`config.mk`:
```
export PLATFORM = sky130hd
export DESIGN_NAME = ow_qualifier
export DESIGN_NICKNAME = d
export VERILOG_FILES = /design/src/rtl/owq_pkg.sv /design/src/rtl/owq_cell_mask.sv /design/src/rtl/owq_debounce.sv /design/src/rtl/owq_alarm_drive.sv /design/src/rtl/ow_qualifier.sv
export SDC_FILE = /design/constraint.sdc
export NUM_CORES = 1
export LEC_CHECK = 0
export BUFFER_PORTS_ARGS = -buffer_cell sky130_fd_sc_hd__buf_2
export CORE_AREA = 2 2 39 41
export CTS_CLUSTER_DIAMETER = 120
export DETAILED_ROUTE_END_ITERATION = 7
export DIE_AREA = 0 0 41 43
export PLACE_DENSITY = 0.62
export SYNTH_ARGS = -nofsm -noshare
export SYNTH_HDL_FRONTEND = slang
export SYNTH_SLANG_ARGS = --single-unit
export TNS_END_PERCENT = 20
```
`constraint.sdc`:
```
create_clock -name clk -period 1.9 [get_ports clk]
set_input_delay 0.19 -clock clk [delete_from_list [all_inputs] [get_ports clk]]
set_output_delay 0.19 -clock clk [all_outputs]
set_load 0.02 [all_outputs]
```
`src/rtl/owq_pkg.sv`:
```
package owq_pkg;
  typedef enum logic {
    ST_NORMAL = 1'b0,
    ST_OPEN   = 1'b1
  } owq_state_t;
endpackage

```
`src/rtl/owq_cell_mask.sv`:
```
module owq_cell_mask #(
  parameter int NCELL = 5,
  parameter int CW    = $clog2(NCELL + 1)
) (
  input  logic [NCELL-1:0] cell_low,
  input  logic [CW-1:0]    active_cnt,
  output logic             any_low
);
  logic [CW-1:0]    act_sat;
  logic [NCELL-1:0] keep;

  always_comb begin
    act_sat = (32'(active_cnt) > NCELL) ? CW'(NCELL) : active_cnt;
  end

  // Populated cells occupy the upper positions; lower ones are forced clean
  for (genvar gi = 0; gi < NCELL; gi++) begin : g_keep
    assign keep[gi] = (32'(act_sat) >= (NCELL - gi));
  end

  assign any_low = |(cell_low & keep);
endmodule

```
`src/rtl/owq_debounce.sv`:
```
module owq_debounce
  import owq_pkg::*;
#(
  parameter int DW   = 4,
  parameter int MAXD = 14,
  parameter int KW   = $clog2(MAXD + 1)
) (
  input  logic          clk,
  input  logic          rst,
  input  logic          sample_valid,
  input  logic          any_low,
  input  logic [DW-1:0] delay_set,
  input  logic          quick_mode,
  output logic          open_fault
);
  owq_state_t    state;
  logic [KW-1:0] run_cnt;
  logic [DW-1:0] d_sat;
  logic [KW-1:0] lim;
  logic          agree;

  always_comb begin
    d_sat = (32'(delay_set) > MAXD) ? DW'(MAXD) : delay_set;
    lim   = quick_mode ? '0 : KW'(d_sat);
    agree = (state == ST_NORMAL) ? any_low : !any_low;
  end

  always_ff @(posedge clk) begin
    if (rst) begin
      state   <= ST_NORMAL;
      run_cnt <= '0;
    end else if (sample_valid) begin
      if (agree) begin
        if (run_cnt == lim) begin
          state   <= (state == ST_NORMAL) ? ST_OPEN : ST_NORMAL;
          run_cnt <= '0;
        end else begin
          run_cnt <= run_cnt + KW'(1);
        end
      end else begin
        run_cnt <= '0;
      end
    end
  end

  assign open_fault = (state == ST_OPEN);

  p_hold_r8: assert property (@(posedge clk) disable iff (rst)
    !sample_valid |=> ($stable(open_fault) && $stable(run_cnt)));
  p_cnt_bound_r5: assert property (@(posedge clk) disable iff (rst)
    32'(run_cnt) <= MAXD);
  p_clean_restart_r2: assert property (@(posedge clk) disable iff (rst)
    (sample_valid && !any_low && !open_fault) |=> (!open_fault && run_cnt == '0));
  p_low_restart_r4: assert property (@(posedge clk) disable iff (rst)
    (sample_valid && any_low && open_fault) |=> (open_fault && run_cnt == '0));
  p_rise_cause_r1: assert property (@(posedge clk) disable iff (rst)
    $rose(open_fault) |-> $past(sample_valid && any_low));
  p_quick_det_r6: assert property (@(posedge clk) disable iff (rst)
    (sample_valid && quick_mode && any_low && !open_fault) |=> open_fault);
  p_quick_rel_r6: assert property (@(posedge clk) disable iff (rst)
    (sample_valid && quick_mode && !any_low && open_fault) |=> !open_fault);
endmodule

```
`src/rtl/owq_alarm_drive.sv`:
```
module owq_alarm_drive (
  input  logic clk,
  input  logic rst,
  input  logic wire_fault,
  input  logic volt_fault,
  input  logic invert,
  output logic alarm
);
  always_ff @(posedge clk) begin
    if (rst) alarm <= 1'b0;
    else     alarm <= (wire_fault | volt_fault) ^ invert;
  end

  p_alarm_quiet_r9: assert property (@(posedge clk) disable iff (rst)
    (!wire_fault && !volt_fault && !invert) |=> !alarm);
endmodule

```
`src/rtl/ow_qualifier.sv`:
```
module ow_qualifier #(
  parameter int NCELL = 5,
  parameter int CW    = $clog2(NCELL + 1),
  parameter int DW    = 4,
  parameter int MAXD  = 14
) (
  input  logic             clk,
  input  logic             rst,
  input  logic             sample_valid,
  input  logic [NCELL-1:0] cell_low,
  input  logic [CW-1:0]    active_cnt,
  input  logic [DW-1:0]    delay_set,
  input  logic             quick_mode,
  input  logic             ov_fault,
  input  logic             alarm_invert,
  output logic             open_fault,
  output logic             alarm
);
  logic any_low;

  owq_cell_mask #(.NCELL(NCELL), .CW(CW)) u_mask (
    .cell_low   (cell_low),
    .active_cnt (active_cnt),
    .any_low    (any_low)
  );

  owq_debounce #(.DW(DW), .MAXD(MAXD)) u_deb (
    .clk          (clk),
    .rst          (rst),
    .sample_valid (sample_valid),
    .any_low      (any_low),
    .delay_set    (delay_set),
    .quick_mode   (quick_mode),
    .open_fault   (open_fault)
  );

  owq_alarm_drive u_alarm (
    .clk        (clk),
    .rst        (rst),
    .wire_fault (open_fault),
    .volt_fault (ov_fault),
    .invert     (alarm_invert),
    .alarm      (alarm)
  );

  p_reset_r10: assert property (@(posedge clk) rst |=> (!open_fault && !alarm));
endmodule

```
==> flow_metrics.tcl, run 1 <==
set metrics [dict create \
    die_y_um 43 \
    vias 527 \
    place_area_um2 582 \
    crit_family "compound AO/OA/AOI/OAI gates" \
    postCtsSetupBuffers 0 \
    placementRows 14 \
    tightestPinTransition_ns 0.396 \
    dp.final_hpwl_um 850 \
    ys_async_sr_fraction 0 \
    h-tree-depth 1 \
    die_area_um2 1760 \
    end_kind "flip-flop" \
    routed_wl_um 1110 \
    vias_per_cell 5.67 \
    hold_path_class "input pin to flip-flop" \
    final_hold_viol_count 0 \
    gp_congestion 0.763 \
    ir_worst_vdd_v 0.000291 \
    final_antenna_net_count 0 \
    fin_crit_sh 0.792 \
    crit_path_max_incr_delay_ns 0.42 \
    hold_buffers 0 \
    status "completed" \
    critPathRequiredTime_ns 2.06 \
    tns_ns 0 \
    p_leak_nw 0.255 \
    clock_latency_ns 0.24 \
    globalRouteTotalUtil 0.158 \
    cts_inserted_buffers 3 \
    p_per_area_nw_per_um2 596 \
    antenna_found_initial 0 \
    synthFlopType "dfxtp_1" \
    post-route-cell-area_um2 604 \
    syn_to_final_growth_pct 29.5 \
    max-cap-violations 0 \
    grt_setup_unrepaired "false" \
    setup_violations 0 \
    slew_headroom 0.736 \
    fin_nets 98 \
    cp.arrival_ns 1.66 \
    crit_slowest_cell "dfxtp_1" \
    syn_inst 55 \
    total_power_uw 360 \
    syn_area_per_cell_um2 8.49 \
    grt_pass1_wl_um 1880 \
    cts_tree "built" \
    drcViolationCount 0 \
    post_cts_resized 0 \
    clock_sinks 6 \
    die_w_um 41 \
    n_antenna_cell 0 \
    grt_overflow 0 \
    cp_num_buf_inv 0 \
    core_area_um2 1380 \
    synth_seq_area_share 0.257 \
    num_io_pins 20 \
    maxSlewViolCount 0 \
    cp-start-kind "flip-flop" \
    ys_ff_latch 6 \
    post-route-min-period_ns 1.51 \
    synth-edff-count 0 \
    fmax_mhz 664 \
    critPathMaxFanout 7 \
    crit_type "flip-flop to flip-flop" \
    wl_per_cell_um 11.9 \
    drive_above_1_share 0.338 \
    yosys.cell_types.count 34 \
    port_buffers 19 \
    first_iter_violations 11 \
    grt_max_degree 8 \
    clock_path_buffers 2 \
    grt_pass1_vias 484 \
    dr.pass1.iters 4 \
    crit_path_cell_trace "nand4bb_1, o22ai_1, o2111ai_4, o21ba_1, a311oi_1" \
    start_util 0.337 \
    syn_nets 74 \
    fin_hold_ws_ns 0.185 \
    synth_warnings 0 \
    finalClockSkew_ns 0.00772 \
    synth_area_um2 467 \
    clk_pin_slew_ns 0.05 \
    cts-root-buf "clkbuf_4" \
]
final cells by class:
| type | instances | area, um^2 |
|---|---|---|
| well taps | 16 | 20.0 |
| repair buffers | 19 | 95.1 |
| flip-flops and latches | 6 | 120 |
| fillers | 139 | 779 |
| multi-input cells | 48 | 343 |
| clock buffers | 3 | 22.5 |
| inverters | 1 | 3.75 |
placed cells by master (no fill, tap or decap), types with 2 or more instances in the layout:
| cell | count |
|---|---|
| a21oi_1 | 4 |
| clkbuf_4 | 3 |
| nand2_1 | 6 |
| dfxtp_1 | 6 |
| nor2_1 | 5 |
| nand4_1 | 3 |
| buf_2 | 19 |
| nor2b_1 | 2 |
| xor2_1 | 2 |
layer usage:
metal  wire (um)  vias up  global-route usage
li1            -      265                   -
met1         517      244               0.183
met2         507       16               0.238
met3          72        2              0.0785
met4          10        0              0.0600
met5           0        -                   0
worst reg2reg max path: stages, from the launching register on:
cell,delay [ns]
dfxtp_1,0.42
nand4bb_1,0.12
o22ai_1,0.24
o2111ai_4,0.21
o21ba_1,0.21
a311oi_1,0.22
Yosys cell counts, drive strengths merged, types with 2 or more instances:
library cell	number	area, um^2
a21oi	4	20.0
a221oi	2	23.8
dfxtp	6	120
nand2	6	22.5
nand4	3	18.8
nor2	5	18.8
nor2b	2	12.5
o21ba	2	20.0
xor2	2	17.5
stage by stage:
step,setup slack (ns),util,std cells
global placement,0.309,0.420,90
finish,0.395,0.437,93
CTS,0.389,0.437,93
floorplan,0.494,-,55
detailed placement,0.300,0.420,90
global route,0.219,0.437,93
power by group:
part / total, mW / leakage, nW / switching, mW / internal, mW
Clock: 0.117 / 0.0138 / 0.0460 / 0.0715
Sequential: 0.142 / 0.0490 / 0.00860 / 0.133
Combinational: 0.101 / 0.192 / 0.0532 / 0.0478
path summary, 6_finish.rpt:
| check | from | end | slack, ns | cells after the start |
|---|---|---|---|---|
| hold reg to reg | u_deb.run_cnt[3] | u_deb.run_cnt[3] | 0.52 | 2 |
| setup / recovery | u_deb.run_cnt[1] | u_deb.open_fault | 0.39 | 5 |
| hold / removal | rst | u_deb.run_cnt[1] | 0.19 | 2 |
| setup reg to reg | u_deb.run_cnt[1] | u_deb.open_fault | 0.39 | 5 |
flip-flops by register name (all words and copies together), names as in the netlist:
name              cells
u_alarm.alarm         1
u_deb.open_fault      1
u_deb.run_cnt         4
cells by family after synthesis:
kind of cell / share of synthesized area
flops: 0.257
compound gates: 0.362
xor+xnor: 0.0563
fa+ha+maj: 0.0268
simple gates: 0.290
buf+inv: 0.00804
Note: power is estimated with default switching activity, not from simulation.
==> inputs of run 2 (changes only) <==
--- a/config.mk
+++ b/config.mk
@@ -5,12 +5,13 @@
 export SDC_FILE = /design/constraint.sdc
 export NUM_CORES = 1
 export LEC_CHECK = 0
+export ABC_AREA = 1
 export BUFFER_PORTS_ARGS = -buffer_cell sky130_fd_sc_hd__buf_2
 export CORE_AREA = 2 2 39 41
 export CTS_CLUSTER_DIAMETER = 120
 export DETAILED_ROUTE_END_ITERATION = 7
 export DIE_AREA = 0 0 41 43
-export PLACE_DENSITY = 0.62
+export PLACE_DENSITY = 0.61
 export SYNTH_ARGS = -nofsm -noshare
 export SYNTH_HDL_FRONTEND = slang
 export SYNTH_SLANG_ARGS = --single-unit
==> constraint.sdc (replaced) <==
create_clock -name clk -period 1.45 [get_ports clk]
set_input_delay 0.145 -clock clk [delete_from_list [all_inputs] [get_ports clk]]
set_output_delay 0.145 -clock clk [all_outputs]
set_load 0.02 [all_outputs]
==> run 2 against run 1 <==
  * First-iteration DRC count down 36%
  * Maximum frequency up 28%
  * Hold slack worse by 0.050 ns
  * Sequential cell count unchanged
  * Largest cell class unchanged
  * Sequential power up 29%
  * Synthesized cell count up 38%
  * Wire length down 14%
  * Synthesized area down 1.9%
  * Core utilization down 0.63 points
  * Largest power group unchanged
  * Critical endpoint is now u_deb.run_cnt[1]
==> flow_metrics.tcl, run 2 <==
set metrics [dict create \
    status "completed" \
    rrSetupSlack_ns 0.28 \
    globalRouteTotalUtil 0.131 \
    syn_area_per_cell_um2 6.03 \
    hold_start "rst" \
    max-cap-violations 0 \
    synthTopCellsByArea "dfxtp_1 (26%), nand2_1 (17%), nor2_1 (9.0%)" \
    synth-edff-count 0 \
    clk_pin_slew_ns 0.05 \
    met1_length_um 432 \
    grt_pass1_vias 439 \
    switching_share 0.305 \
    fin_nets 119 \
    cp-start-kind "flip-flop" \
    post_cts_resized 0 \
    cts_inserted_buffers 3 \
    critPathMaxFanout 5 \
    port_buffers 19 \
    cts-root-buf "clkbuf_4" \
    n_antenna_cell 0 \
    final_common_cell "nand2_1" \
    crit_type "flip-flop to flip-flop" \
    fin_crit_sh 0.809 \
    layout_common_cells "nand2_1 (21), buf_2 (19), nor2_1 (11)" \
    crit_path_cell_trace "inv_1, nand3_1, nand2_1, nor2_2, nand3_2, nand2_1, nor2_1, nand2_1, a21oi_1" \
    maxSlewViolCount 0 \
    total_power_uw 456 \
    hold_path_depth 2 \
    grt_max_degree 7 \
    power_frac_clock 0.351 \
    fin_hold_ws_ns 0.135 \
    synth_seq_area_share 0.262 \
    worstReg2RegEnd "u_deb.run_cnt[1]" \
    cp.arrival_ns 1.31 \
    setup_violations 0 \
    grt_pass1_wl_um 1570 \
    syn_to_final_growth_pct 30.1 \
    postCtsSetupBuffers 0 \
    p_seq_frac 0.401 \
    switchingPower_uw 139 \
    yosys.cell_types.count 21 \
    post-route-cell-area_um2 596 \
    ys_async_sr_fraction 0 \
    hold_path_class "input pin to flip-flop" \
    synth_area_um2 458 \
    p_leak_nw 0.296 \
    ys_ff_latch 6 \
    place_area_um2 573 \
    core_area_um2 1380 \
    clock_path_buffers 2 \
    start_util 0.331 \
    post-place-ws_ns 0.272 \
    syn_nets 95 \
    die_area_um2 1760 \
    dr.pass1.iters 4 \
    dp.final_hpwl_um 778 \
    pwr-share-comb 0.248 \
    reg2reg_depth 9 \
    ir_worst_vdd_v 0.000435 \
    end_kind "flip-flop" \
    netlist.area_leader.share 0.262 \
    grt_overflow 0 \
    die_w_um 41 \
    grt_setup_unrepaired "false" \
    first_iter_violations 7 \
    final_antenna_net_count 0 \
    hold_path_end "u_deb.run_cnt[2]" \
    yosysMostFrequentCell "nand2_1" \
    synth_warnings 0 \
    nFillCells 162 \
    path_common_cell "nand2_1" \
    synth_top_area_cell "dfxtp_1" \
    final_hold_viol_count 0 \
    wl_met2_um 427 \
    post-route-min-period_ns 1.17 \
    vias_per_cell 4.50 \
    synthFlopType "dfxtp_1" \
    num_io_pins 20 \
    clock_latency_ns 0.25 \
    antenna_found_initial 0 \
    largest_register_ffs 4 \
    slew_headroom 0.869 \
    setup_slack_ns 0.277 \
    syn_inst 76 \
    routed-wl-met3_um 66 \
    drive_above_1_share 0.276 \
    synth_common_cells "nand2_1 (21), nor2_1 (11), inv_1 (9)" \
    highest_layer "met4" \
    p_int_uw 317 \
    critPathRequiredTime_ns 1.58 \
    cts_tree "built" \
    p_per_area_nw_per_um2 766 \
    gp_congestion 0.754 \
    fmax_mhz 852 \
    hold_buffers 0 \
    drcViolationCount 0 \
    regMostFlops "u_deb.run_cnt" \
    tns_ns 0 \
    h-tree-depth 1 \
    vias 513 \
    placementRows 14 \
    crit_path_max_incr_delay_ns 0.38 \
    routed_wl_um 948 \
    r2r-start "u_deb.run_cnt[1]" \
    tightestPinTransition_ns 0.196 \
    die_y_um 43 \
    clock_sinks 6 \
    crit_slowest_cell "dfxtp_1" \
    finalClockSkew_ns 0.0116 \
    wl_per_cell_um 8.32 \
]
[run 2: changes by cell type after synthesis, sizes merged, moves of 2 or more]
cell    delta
nor3       +2
o21ba      -2
nor2b      -2
a221oi     -2
nand4      -2
nand2     +16
nor2       +7
o21ai      +2
inv        +9
nand3      +5
[run 2: metrics by stage]
stage / cells / utilization
2_1_floorplan: 76 / -
3_3_place_gp: 111 / 0.414
3_5_place_dp: 111 / 0.414
4_1_cts: 114 / 0.430
5_1_grt: 114 / 0.430
6_report: 114 / 0.430
[run 2: kinds of logic after synthesis]
logic type / share of synthesized area
xor gates and xnor gates: 0.0574
adders and majority gates: 0.0273
buffers and inverters: 0.0820
and+or+nand+nor: 0.459
AOI/OAI and AO/OA: 0.112
DFF: 0.262
[run 2: layout make-up]
class / count / area (um^2) / area share
repair buffers: 19 / 95.1 / 0.160
well taps: 16 / 20.0 / 0.0336
flip-flops and latches: 6 / 120 / 0.202
inverters: 10 / 37.5 / 0.0630
multi-input cells: 60 / 300 / 0.504
clock buffers: 3 / 22.5 / 0.0378
[run 2: worst max path at each step]
stage / startpoint / endpoint
3_3_place_gp: u_deb.run_cnt[1] / u_deb.run_cnt[1]
4_1_cts: u_deb.run_cnt[1] / u_deb.run_cnt[3]
5_1_grt: u_deb.run_cnt[1] / u_deb.run_cnt[3]
6_report: u_deb.run_cnt[1] / u_deb.run_cnt[1]
3_5_place_dp: u_deb.run_cnt[1] / u_deb.run_cnt[0]
2_1_floorplan: u_deb.run_cnt[1] / u_deb.run_cnt[0]
[run 2: routing by layer]
layer  vias to the layer above  track usage
met2                        16        0.206
met5                         -            0
met1                       208        0.146
met4                         0       0.0800
li1                        285            -
met3                         4       0.0366
[run 2: critical path: cells and delay by family, from the launching register on]
kind	cells	cell delay (ns)
AND/OR/NAND/NOR	7	0.58
flip-flops	1	0.38
buffers and inverters	1	0.05
AO/OA/AOI/OAI	1	0.05
[run 2: power by group through the flow]
| stage | combinational (mW) | sequential [mW] | clock [mW] |
|---|---|---|---|
| final | 0.113 | 0.183 | 0.160 |
| after global routing | 0.131 | 0.185 | 0.173 |
| after CTS | 0.114 | 0.184 | 0.167 |
| after detailed placement | 0.114 | 0.187 | 0 |
| after global placement | 0.112 | 0.187 | 0 |
| after floorplan | 0.0640 | 0.191 | 0 |
==> inputs of run 3 (changes only) <==
--- a/config.mk
+++ b/config.mk
@@ -5,13 +5,13 @@
 export SDC_FILE = /design/constraint.sdc
 export NUM_CORES = 1
 export LEC_CHECK = 0
-export ABC_AREA = 1
+export ABC_AREA = 0
 export BUFFER_PORTS_ARGS = -buffer_cell sky130_fd_sc_hd__buf_2
 export CORE_AREA = 2 2 39 41
 export CTS_CLUSTER_DIAMETER = 120
 export DETAILED_ROUTE_END_ITERATION = 7
 export DIE_AREA = 0 0 41 43
-export PLACE_DENSITY = 0.61
+export PLACE_DENSITY = 0.62
 export SYNTH_ARGS = -nofsm -noshare
 export SYNTH_HDL_FRONTEND = slang
 export SYNTH_SLANG_ARGS = --single-unit
==> constraint.sdc (replaced) <==
create_clock -name clk -period 1.1 [get_ports clk]
set_input_delay 0.11 -clock clk [delete_from_list [all_inputs] [get_ports clk]]
set_output_delay 0.11 -clock clk [all_outputs]
set_load 0.02 [all_outputs]
==> run 3 against run 2 <==
  * The run now ends with negative setup slack left
  * Die area unchanged
  * Register-to-register slack worse by 0.56 ns
  * Final cell count down 7.0%
  * Global-route usage up 3.0 points
  * Count of clock-buffer cells in the layout unchanged
  * Hold slack worse by 0.030 ns
  * Wire length up 27%
  * Power up 52%
  * Sequential cell count unchanged
  * Maximum frequency down 15%
  * Highest routed layer unchanged
==> flow_metrics.tcl, run 3 (synthesis results as in run 1) <==
set metrics [dict create \
    rrSetupSlack_ns -0.28 \
    place_area_um2 689 \
    die_w_um 41 \
    layout_common_cells "buf_2 (19), buf_4 (12), nand2_1 (6)" \
    cp-start-kind "flip-flop" \
    max-cap-violations 0 \
    regMostFlops "u_deb.run_cnt" \
    start_util 0.337 \
    drive_above_1_share 0.489 \
    fin_nets 111 \
    hold_start "alarm_invert" \
    post-route-min-period_ns 1.38 \
    clock_latency_ns 0.25 \
    final_common_cell "buf_2" \
    dp.final_hpwl_um 931 \
    clock_path_buffers 2 \
    crit_path_cell_trace "nand4bb_1, o22ai_2, o2111ai_4, o21ba_1, a311oi_2" \
    setup_violations 5 \
    p_leak_nw 0.328 \
    first_iter_violations 15 \
    port_buffers 19 \
    die_y_um 43 \
    grt_setup_unrepaired "true" \
    final_util 0.530 \
    post-route-cell-area_um2 733 \
    wl_per_cell_um 11.4 \
    placementRows 14 \
    cts_tree "built" \
    core_area_um2 1380 \
    crit_family "compound AO/OA/AOI/OAI gates" \
    maxSlewViolCount 0 \
    status "finished, violations left" \
    p_per_area_nw_per_um2 943 \
    ir_worst_vdd_v 0.000616 \
    grt_max_degree 7 \
    finalClockSkew_ns 0.00171 \
    drcViolationCount 0 \
    dr.pass1.iters 4 \
    globalRouteTotalUtil 0.161 \
    tightestPinTransition_ns 0.560 \
    n_antenna_cell 0 \
    routed_wl_um 1200 \
    crit_path_max_incr_delay_ns 0.33 \
    syn_to_final_growth_pct 57.1 \
    critPathRequiredTime_ns 1.25 \
    hold_path_class "input pin to flip-flop" \
    grt_pass1_vias 492 \
    cp.arrival_ns 1.54 \
    final_antenna_net_count 0 \
    cts-root-buf "clkbuf_4" \
    setup_slack_ns -0.282 \
    critPathMaxFanout 4 \
    crit_slowest_cell "dfxtp_2" \
    die_area_um2 1760 \
    post-place-ws_ns -0.413 \
    grt_pass1_wl_um 1930 \
    cp_num_buf_inv 0 \
    end_kind "flip-flop" \
    antenna_found_initial 0 \
    total_power_uw 691 \
    grt_overflow 0 \
    clk_pin_slew_ns 0.05 \
    postCtsSetupBuffers 0 \
    fin_hold_ws_ns 0.105 \
    clock_sinks 6 \
    r2r-start "u_deb.run_cnt[2]" \
    slew_headroom 0.627 \
    final_hold_viol_count 0 \
    num_io_pins 20 \
    crit_type "flip-flop to flip-flop" \
    fin_crit_sh 1.26 \
    vias_per_cell 5.44 \
    h-tree-depth 1 \
    vias 577 \
    cts_inserted_buffers 3 \
    fmax_mhz 724 \
    gp_congestion 0.793 \
    critPathLaunch "u_deb.run_cnt[2]" \
    nFillCells 137 \
    largest_register_ffs 4 \
    violations "negative setup slack" \
]
[run 3: cell types whose count changed in the layout (fill, tap and decap cells not counted), sizes merged, moves of 5 or more]
| cell | previous run | this run |
|---|---|---|
| nand2 | 22 | 6 |
| buf | 19 | 32 |
| inv | 10 | 1 |
| nor2 | 12 | 5 |
| nand3 | 6 | 1 |
[run 3: area by class of cell]
class	count	area [um^2]	area share
Multi-Input combinational cell	48	367	0.500
Sequential cell	6	124	0.169
Inverter	1	3.75	0.00512
Timing Repair Buffer	32	196	0.268
Tap cell	16	20.0	0.0273
Clock buffer	3	22.5	0.0307
[run 3: through the flow]
stage          cells  TNS [ns]
2_1_floorplan     55     -1.10
3_3_place_gp     103     -1.75
3_5_place_dp     103     -1.88
4_1_cts          106     -1.30
5_1_grt          106     -1.77
6_report         106     -1.24
[run 3: per-layer routing]
layer	track usage	up-vias	routed length, um
li1	-	288	-
met1	0.203	257	563
met2	0.247	27	538
met3	0.0157	5	70
met4	0.100	0	31
met5	0	-	0
[run 3: final timing paths]
path / to / cells past startpoint
max: u_deb.open_fault / 5
min reg2reg: u_deb.run_cnt[0] / 3
max reg2reg: u_deb.open_fault / 5
min: u_alarm.alarm / 3
[run 3: what timing repair did]
item,4_1_cts,5_1_grt
gates resized for setup,1,2
pin swaps,1,4
endpoints found under the setup margin,5,5
cloned,0,0
hold buffers,0,0
[run 3: report_power, final]
group / total [mW] / internal, mW / switching [mW]
sequential: 0.238 / 0.231 / 0.00658
combinational: 0.244 / 0.127 / 0.116
clock: 0.209 / 0.124 / 0.0855
total: 0.691 / 0.483 / 0.209
[run 3: worst min-delay path, cell delays in order]
cell    delay (ns)
buf_2         0.09
xor2_1        0.05
nor2_1        0.07
